`src/rtl/pchk_pkg.sv`:
```
package pchk_pkg;
   localparam int BYTE_W   = 8;
   localparam int CHK_A    = 0;
   localparam int CHK_B    = 1;
   localparam int CHK_ADDR = 2;
   localparam int CHK_SDAT = 3;
   localparam int CHK_CW   = 4;
   localparam int CHK_ALU  = 5;
   localparam int CHK_SP   = 6;
   localparam int NUM_CHK  = 7;
   typedef logic [NUM_CHK-1:0] chk_vec_t;
endpackage

```
`src/rtl/pchk_par_chk.sv`:
```
module pchk_par_chk
   import pchk_pkg::*;
#(
   parameter int NBYTES = 1
) (
   input  logic                     en,
   input  logic [NBYTES*BYTE_W-1:0] data,
   input  logic [NBYTES-1:0]        par,
   output logic                     err
);
   localparam int DW = NBYTES * BYTE_W;

   if (NBYTES < 1) begin : g_bad_n
      $error("pchk_par_chk: NBYTES must be at least 1");
   end

   logic [NBYTES-1:0] byte_bad;

   if (NBYTES == 1) begin : g_single
      // odd parity: nine bits with an even count of ones is a failure
      assign byte_bad[0] = ~(^{data[DW-1:0], par[0]});
   end else begin : g_multi
      for (genvar i = 0; i < NBYTES; i++) begin : g_byte
         assign byte_bad[i] = ~(^{data[i*BYTE_W +: BYTE_W], par[i]});
      end
   end

   assign err = en & (|byte_bad);
endmodule

```
`src/rtl/pchk_alu_2w.sv`:
```
module pchk_alu_2w
   import pchk_pkg::*;
#(
   parameter int ALU_W = 16
) (
   input  logic                      en,
   input  logic [ALU_W-1:0]          res,
   input  logic [ALU_W-1:0]          zt,
   input  logic [ALU_W/BYTE_W-1:0]   pred,
   output logic                      err
);
   localparam int NB = ALU_W / BYTE_W;

   if (ALU_W < BYTE_W || (ALU_W % BYTE_W) != 0) begin : g_bad_w
      $error("pchk_alu_2w: ALU_W must be a positive multiple of the byte width");
   end

   logic res_bad, zt_bad, wires_differ;

   pchk_par_chk #(.NBYTES(NB)) i_res_par (
      .en  (1'b1),
      .data(res),
      .par (pred),
      .err (res_bad)
   );

   pchk_par_chk #(.NBYTES(NB)) i_zt_par (
      .en  (1'b1),
      .data(zt),
      .par (pred),
      .err (zt_bad)
   );

   logic [NB-1:0] byte_diff;
   for (genvar i = 0; i < NB; i++) begin : g_cmp
      assign byte_diff[i] = |(res[i*BYTE_W +: BYTE_W] ^ zt[i*BYTE_W +: BYTE_W]);
   end
   assign wires_differ = |byte_diff;

   assign err = en & (wires_differ | res_bad | zt_bad);
endmodule

```
`src/rtl/pchk_ind_reg.sv`:
```
module pchk_ind_reg
   import pchk_pkg::*;
(
   input  logic     clk,
   input  logic     rst_n,
   input  logic     stop_mode,
   input  chk_vec_t hit,
   output chk_vec_t ind,
   output logic     mchk,
   output logic     clk_stop
);
   chk_vec_t ind_q;
   logic     stop_q;

   always_ff @(posedge clk or negedge rst_n) begin
      if (!rst_n) begin
         ind_q  <= '0;
         stop_q <= 1'b0;
      end else begin
         ind_q <= ind_q | hit;
         if (stop_mode && (|hit)) stop_q <= 1'b1;
      end
   end

   assign ind      = ind_q;
   assign mchk     = |ind_q;
   assign clk_stop = stop_q;

   p_hit_latched_r1: assert property (@(posedge clk) disable iff (!rst_n)
      (|hit) |=> ((ind & $past(hit)) == $past(hit)));
   p_ind_sticky_r8: assert property (@(posedge clk) disable iff (!rst_n)
      (($past(ind) & ~ind) == '0));
   p_mchk_never_falls_r9: assert property (@(posedge clk) disable iff (!rst_n)
      !$fell(mchk));
   p_stop_request_r10: assert property (@(posedge clk) disable iff (!rst_n)
      (stop_mode && (|hit)) |=> clk_stop);
   p_record_only_r10: assert property (@(posedge clk) disable iff (!rst_n)
      (!stop_mode && !clk_stop) |=> !clk_stop);
   p_stop_implies_mchk_r9: assert property (@(posedge clk) disable iff (!rst_n)
      clk_stop |-> mchk);
endmodule

```
`src/rtl/pchk_aggregator.sv`:
```
module pchk_aggregator
   import pchk_pkg::*;
#(
   parameter int OPND_BYTES  = 1,
   parameter int ADDR_BYTES  = 2,
   parameter int SDATA_BYTES = 2,
   parameter int CW_BYTES    = 2,
   parameter int ALU_W       = 16,
   parameter int SP_BYTES    = 1
) (
   input  logic                          clk,
   input  logic                          rst_n,
   input  logic                          stop_mode,
   input  logic [OPND_BYTES*BYTE_W-1:0]  a_data,
   input  logic [OPND_BYTES-1:0]         a_par,
   input  logic                          a_load,
   input  logic                          a_src_par,
   input  logic                          a_from_ls,
   input  logic [OPND_BYTES*BYTE_W-1:0]  b_data,
   input  logic [OPND_BYTES-1:0]         b_par,
   input  logic                          b_load,
   input  logic                          b_src_par,
   input  logic                          b_from_ls,
   input  logic [ADDR_BYTES*BYTE_W-1:0]  addr,
   input  logic [ADDR_BYTES-1:0]         addr_par,
   input  logic                          addr_valid,
   input  logic                          addr_after_bom,
   input  logic [SDATA_BYTES*BYTE_W-1:0] sdata,
   input  logic [SDATA_BYTES-1:0]        sdata_par,
   input  logic                          sdata_valid,
   input  logic [CW_BYTES*BYTE_W-1:0]    cw,
   input  logic [CW_BYTES-1:0]           cw_par,
   input  logic                          cw_valid,
   input  logic                          cw_second,
   input  logic [ALU_W-1:0]              alu_res,
   input  logic [ALU_W-1:0]              alu_zt,
   input  logic [ALU_W/BYTE_W-1:0]       alu_pred,
   input  logic                          alu_valid,
   input  logic [SP_BYTES*BYTE_W-1:0]    sp_data,
   input  logic [SP_BYTES-1:0]           sp_par,
   input  logic                          sp_valid,
   output logic [NUM_CHK-1:0]            ind,
   output logic                          mchk,
   output logic                          clk_stop
);
   if (OPND_BYTES < 1 || ADDR_BYTES < 1 || SDATA_BYTES < 1 ||
       CW_BYTES < 1 || SP_BYTES < 1) begin : g_bad_bytes
      $error("pchk_aggregator: every byte count must be at least 1");
   end

   // qualifiers
   logic q_a, q_b, q_addr, q_sdat, q_cw, q_sp, q_alu;
   assign q_a    = a_load & (a_src_par | a_from_ls);
   assign q_b    = b_load & (b_src_par | b_from_ls);
   assign q_addr = addr_valid & ~addr_after_bom;
   assign q_sdat = sdata_valid;
   assign q_cw   = cw_valid & ~cw_second;
   assign q_sp   = sp_valid;
   assign q_alu  = alu_valid;

   chk_vec_t hit;

   pchk_par_chk #(.NBYTES(OPND_BYTES)) i_chk_a (
      .en(q_a), .data(a_data), .par(a_par), .err(hit[CHK_A]));
   pchk_par_chk #(.NBYTES(OPND_BYTES)) i_chk_b (
      .en(q_b), .data(b_data), .par(b_par), .err(hit[CHK_B]));
   pchk_par_chk #(.NBYTES(ADDR_BYTES)) i_chk_addr (
      .en(q_addr), .data(addr), .par(addr_par), .err(hit[CHK_ADDR]));
   pchk_par_chk #(.NBYTES(SDATA_BYTES)) i_chk_sdat (
      .en(q_sdat), .data(sdata), .par(sdata_par), .err(hit[CHK_SDAT]));
   pchk_par_chk #(.NBYTES(CW_BYTES)) i_chk_cw (
      .en(q_cw), .data(cw), .par(cw_par), .err(hit[CHK_CW]));
   pchk_alu_2w #(.ALU_W(ALU_W)) i_chk_alu (
      .en(q_alu), .res(alu_res), .zt(alu_zt), .pred(alu_pred),
      .err(hit[CHK_ALU]));
   pchk_par_chk #(.NBYTES(SP_BYTES)) i_chk_sp (
      .en(q_sp), .data(sp_data), .par(sp_par), .err(hit[CHK_SP]));

   pchk_ind_reg i_ind (
      .clk      (clk),
      .rst_n    (rst_n),
      .stop_mode(stop_mode),
      .hit      (hit),
      .ind      (ind),
      .mchk     (mchk),
      .clk_stop (clk_stop)
   );

   p_a_exempt_r2: assert property (@(posedge clk) disable iff (!rst_n)
      !a_load |=> ind[CHK_A] == $past(ind[CHK_A]));
   p_b_exempt_r2: assert property (@(posedge clk) disable iff (!rst_n)
      !b_load |=> ind[CHK_B] == $past(ind[CHK_B]));
   p_addr_bom_r3: assert property (@(posedge clk) disable iff (!rst_n)
      addr_after_bom |=> ind[CHK_ADDR] == $past(ind[CHK_ADDR]));
   p_cw_second_r5: assert property (@(posedge clk) disable iff (!rst_n)
      cw_second |=> ind[CHK_CW] == $past(ind[CHK_CW]));
   p_alu_wires_r6: assert property (@(posedge clk) disable iff (!rst_n)
      (alu_valid && (alu_res != alu_zt)) |=> ind[CHK_ALU]);
   p_sp_idle_r7: assert property (@(posedge clk) disable iff (!rst_n)
      !sp_valid |=> ind[CHK_SP] == $past(ind[CHK_SP]));
endmodule

```
`config.mk`:
```
export PLATFORM = sky130hd
export DESIGN_NAME = pchk_aggregator
export DESIGN_NICKNAME = d
export VERILOG_FILES = /design/src/rtl/pchk_pkg.sv /design/src/rtl/pchk_par_chk.sv /design/src/rtl/pchk_alu_2w.sv /design/src/rtl/pchk_ind_reg.sv /design/src/rtl/pchk_aggregator.sv
export SDC_FILE = /design/constraint.sdc
export NUM_CORES = 1
export LEC_CHECK = 0
export BUFFER_PORTS_ARGS = -buffer_cell sky130_fd_sc_hd__buf_2
export CORE_ASPECT_RATIO = 0.8
export CORE_UTILIZATION = 39
export CTS_CLUSTER_SIZE = 25
export DETAILED_ROUTE_END_ITERATION = 10
export HOLD_SLACK_MARGIN = 0.12
export PLACE_DENSITY = 0.85
export SETUP_SLACK_MARGIN = 0.15
export SYNTH_ARGS = -nofsm -noshare
export SYNTH_HDL_FRONTEND = slang
export SYNTH_SLANG_ARGS = --single-unit
```
`constraint.sdc`:
```
create_clock -name clk -period 2.53 [get_ports clk]
set_clock_uncertainty 0.1 [all_clocks]
set_input_delay 0.506 -clock clk [delete_from_list [all_inputs] [get_ports clk]]
set_output_delay 0.506 -clock clk [all_outputs]
set_load 0.005 [all_outputs]
```
==> impl_metrics.tcl <==
set metrics [dict create \
    status "complete, no violations" \
    synth_area_per_cell_um2 9.84 \
    period_needed_ns 2.04 \
    first_iter_violations 21 \
    grt_start_max_net_pins 9 \
    avgViaCountPerCell 4.48 \
    hpwl_um 3280 \
    cp-end-kind "flip-flop" \
    die_w_um 68.9 \
    antenna_found_initial 0 \
    netlist_area_um2 1400 \
    slew_violations 0 \
    cts_setup_buffers 0 \
    netlist_instances 142 \
    min_path_cells 1 \
    hold_end "i_ind.ind[4]" \
    wl_met2_um 1930 \
    areaGrowthSynthToFinish_pct 57.2 \
    layout.nets 418 \
    grt_pass1_vias 1392 \
    num_antenna_cells 0 \
    drt_first_pass_iters 4 \
    synth_fp_nets 273 \
    min-delay-start "i_ind.ind[4]" \
    cp_data_arrival_time_ns 2.01 \
    regToRegStartpoint "i_ind.clk_stop" \
    gp_congestion 0.804 \
    powerDensity_nw_per_um2 346 \
    dr_wl_met3_um 332 \
    worst_ep_required_time_ns 2.50 \
    rrSetupSlack_ns 1.48 \
    cp_max_fo 2 \
    cts.path.max_buffers 2 \
    insertion_delay_ns 0.23 \
    top_layer_used "met3" \
    ys_seq_elements 8 \
    yosysSeqAreaShare_pct 14.3 \
    setup_viol 0 \
    wire_per_inst_um 10.8 \
    die_y_um 55.5 \
    dp_slack_ns 0.222 \
    tns_ns 0 \
    critPathKind "primary input to flip-flop" \
    overflow 0 \
    synth_cell_types 23 \
    num_vias 1464 \
    drc_errors 0 \
    die_area_um2 3830 \
    ys.warnings.count 0 \
    layout_setup_ws_ns 0.491 \
    worst_pin_slew_ns 0.330 \
    peakVddDrop_v 0.000237 \
    fin_crit_sh_pct 80.6 \
    clock.fmax_ghz 0.490 \
    fp-row-count 19 \
    port_buffers 139 \
    hold_violations 0 \
    ctsHtreeMaxLevel 1 \
    core_area_um2 3420 \
    numCtsBuffers 3 \
    hold_path_class "flip-flop to flip-flop" \
    slew_headroom_pct 77.8 \
    ctsHoldBuffers 1 \
    antenna_left 0 \
    routed_wl_um 3550 \
    p_leak_nw 1.01 \
    timing.rr.end "i_ind.clk_stop" \
    fin_util_pct 64.2 \
    dp_cells 323 \
    grt_use_total_pct 19.6 \
    startpoint "sdata[1]" \
    cts_sinks 8 \
    cap_violations 0 \
    cts_resized 0 \
    clockRootBuffer "clkbuf_8" \
    n_fill_cell 284 \
    cp-start-kind "primary input" \
    initial_core_util_pct 40.8 \
    fin_cells 327 \
    cts_tree "built" \
    drive_above_1_share_pct 51.6 \
    r2r_cells 2 \
    pin_count 140 \
    rsz0062_at_grt "false" \
    m1WireLength_um 1290 \
    grt_first_pass_wirelength_um 5620 \
    clk_pin_slew_ns 0.04 \
]
[how the worst max path moves through the flow]
stage	slack [ns]	endpoint
after floorplan	0.55	i_ind.clk_stop
after global placement	0.36	i_ind.clk_stop
after detailed placement	0.22	i_ind.clk_stop
after CTS	0.46	i_ind.clk_stop
after global routing	0.35	i_ind.clk_stop
final	0.49	i_ind.clk_stop
[cell usage after synthesis (all sizes together)]
| cell | instances | area [um2] |
|---|---|---|
| xnor2 | 84 | 743 |
| xor2 | 14 | 123 |
| dfrtp | 8 | 200 |
| xnor3 | 6 | 135 |
| nand4 | 4 | 25.0 |
| nand2 | 3 | 11.3 |
| nand2b | 3 | 18.8 |
| o21ai | 3 | 15.0 |
| nor4 | 2 | 12.5 |
| o21bai | 2 | 15.0 |
| or2 | 2 | 12.5 |
| a2111oi | 1 | 15.0 |
| a21boi | 1 | 7.51 |
| a21o | 1 | 7.51 |
| a21oi | 1 | 5.00 |
| a22o | 1 | 8.76 |
| a41oi | 1 | 8.76 |
| and2b | 1 | 8.76 |
| nor2 | 1 | 3.75 |
| nor3 | 1 | 5.00 |
| o22a | 1 | 8.76 |
| o31ai | 1 | 7.51 |
[registers in the layout (all words and copies together), names as in the netlist]
register / flops
i_ind.clk_stop: 1
i_ind.ind: 7
[cells in the final DEF (no fill, tap or decap)]
cell type / synthesis / layout
clkbuf_8: 0 / 3
o21bai_1: 2 / 2
nor2_1: 1 / 1
a21boi_1: 1 / 1
o31ai_1: 1 / 1
nand4_1: 4 / 4
xor2_1: 14 / 14
nor4_1: 2 / 2
or2_2: 2 / 2
nand2b_1: 3 / 3
o22a_1: 1 / 1
xnor3_1: 6 / 6
xnor2_1: 83 / 83
dlygate4sd3_1: 0 / 1
a21o_1: 1 / 1
nand2_1: 3 / 3
a21oi_1: 1 / 1
buf_2: 0 / 139
xnor2_2: 1 / 1
a2111oi_2: 1 / 1
a41oi_1: 1 / 1
nor3_1: 1 / 1
o21ai_0: 3 / 3
and2b_2: 1 / 1
dfrtp_1: 8 / 8
a22o_1: 1 / 1
[worst max-delay path: stages]
cell,delay (ns)
buf_2,0.10
xnor2_1,0.17
xnor3_1,0.44
xnor2_1,0.17
a21boi_1,0.10
a2111oi_2,0.36
a41oi_1,0.16
[metrics by stage]
step / area, um2 / power [mW] / hold slack [ns]
finish: 2200 / 0.761 / 0.377
global placement: 2150 / 0.601 / 0.253
detailed placement: 2150 / 0.615 / 0.263
global route: 2200 / 0.824 / 0.401
floorplan: 1400 / 0.453 / 0.110
CTS: 2200 / 0.776 / 0.379
[power breakdown]
part / leakage [nW] / switching (mW) / internal (mW)
combinational: 0.914 / 0.191 / 0.290
sequential: 0.0700 / 0.0000186 / 0.129
clock: 0.0216 / 0.0491 / 0.103
[logic make-up after synthesis]
family	Yosys count	share of synthesized area, %
XOR/XNOR	104	71.6
AND/OR/NAND/NOR	17	6.98
flip-flops	8	14.3
AO/OA/AOI/OAI	13	7.07
[layout make-up]
type,count,area (um2),area share [%]
tap,42,52.6,2.39
clock buffer,3,41.3,1.88
sequential,8,200,9.11
timing repair buffer,140,706,32.1
multi-input combinational,134,1200,54.5
[routing by layer]
layer / track usage [%] / up-vias
met5: 0 / -
met4: 1.75 / 0
met3: 5.37 / 0
met2: 38.3 / 75
met1: 20.5 / 632
li1: - / 757
No activity file was read; power rests on OpenSTA's default activity.
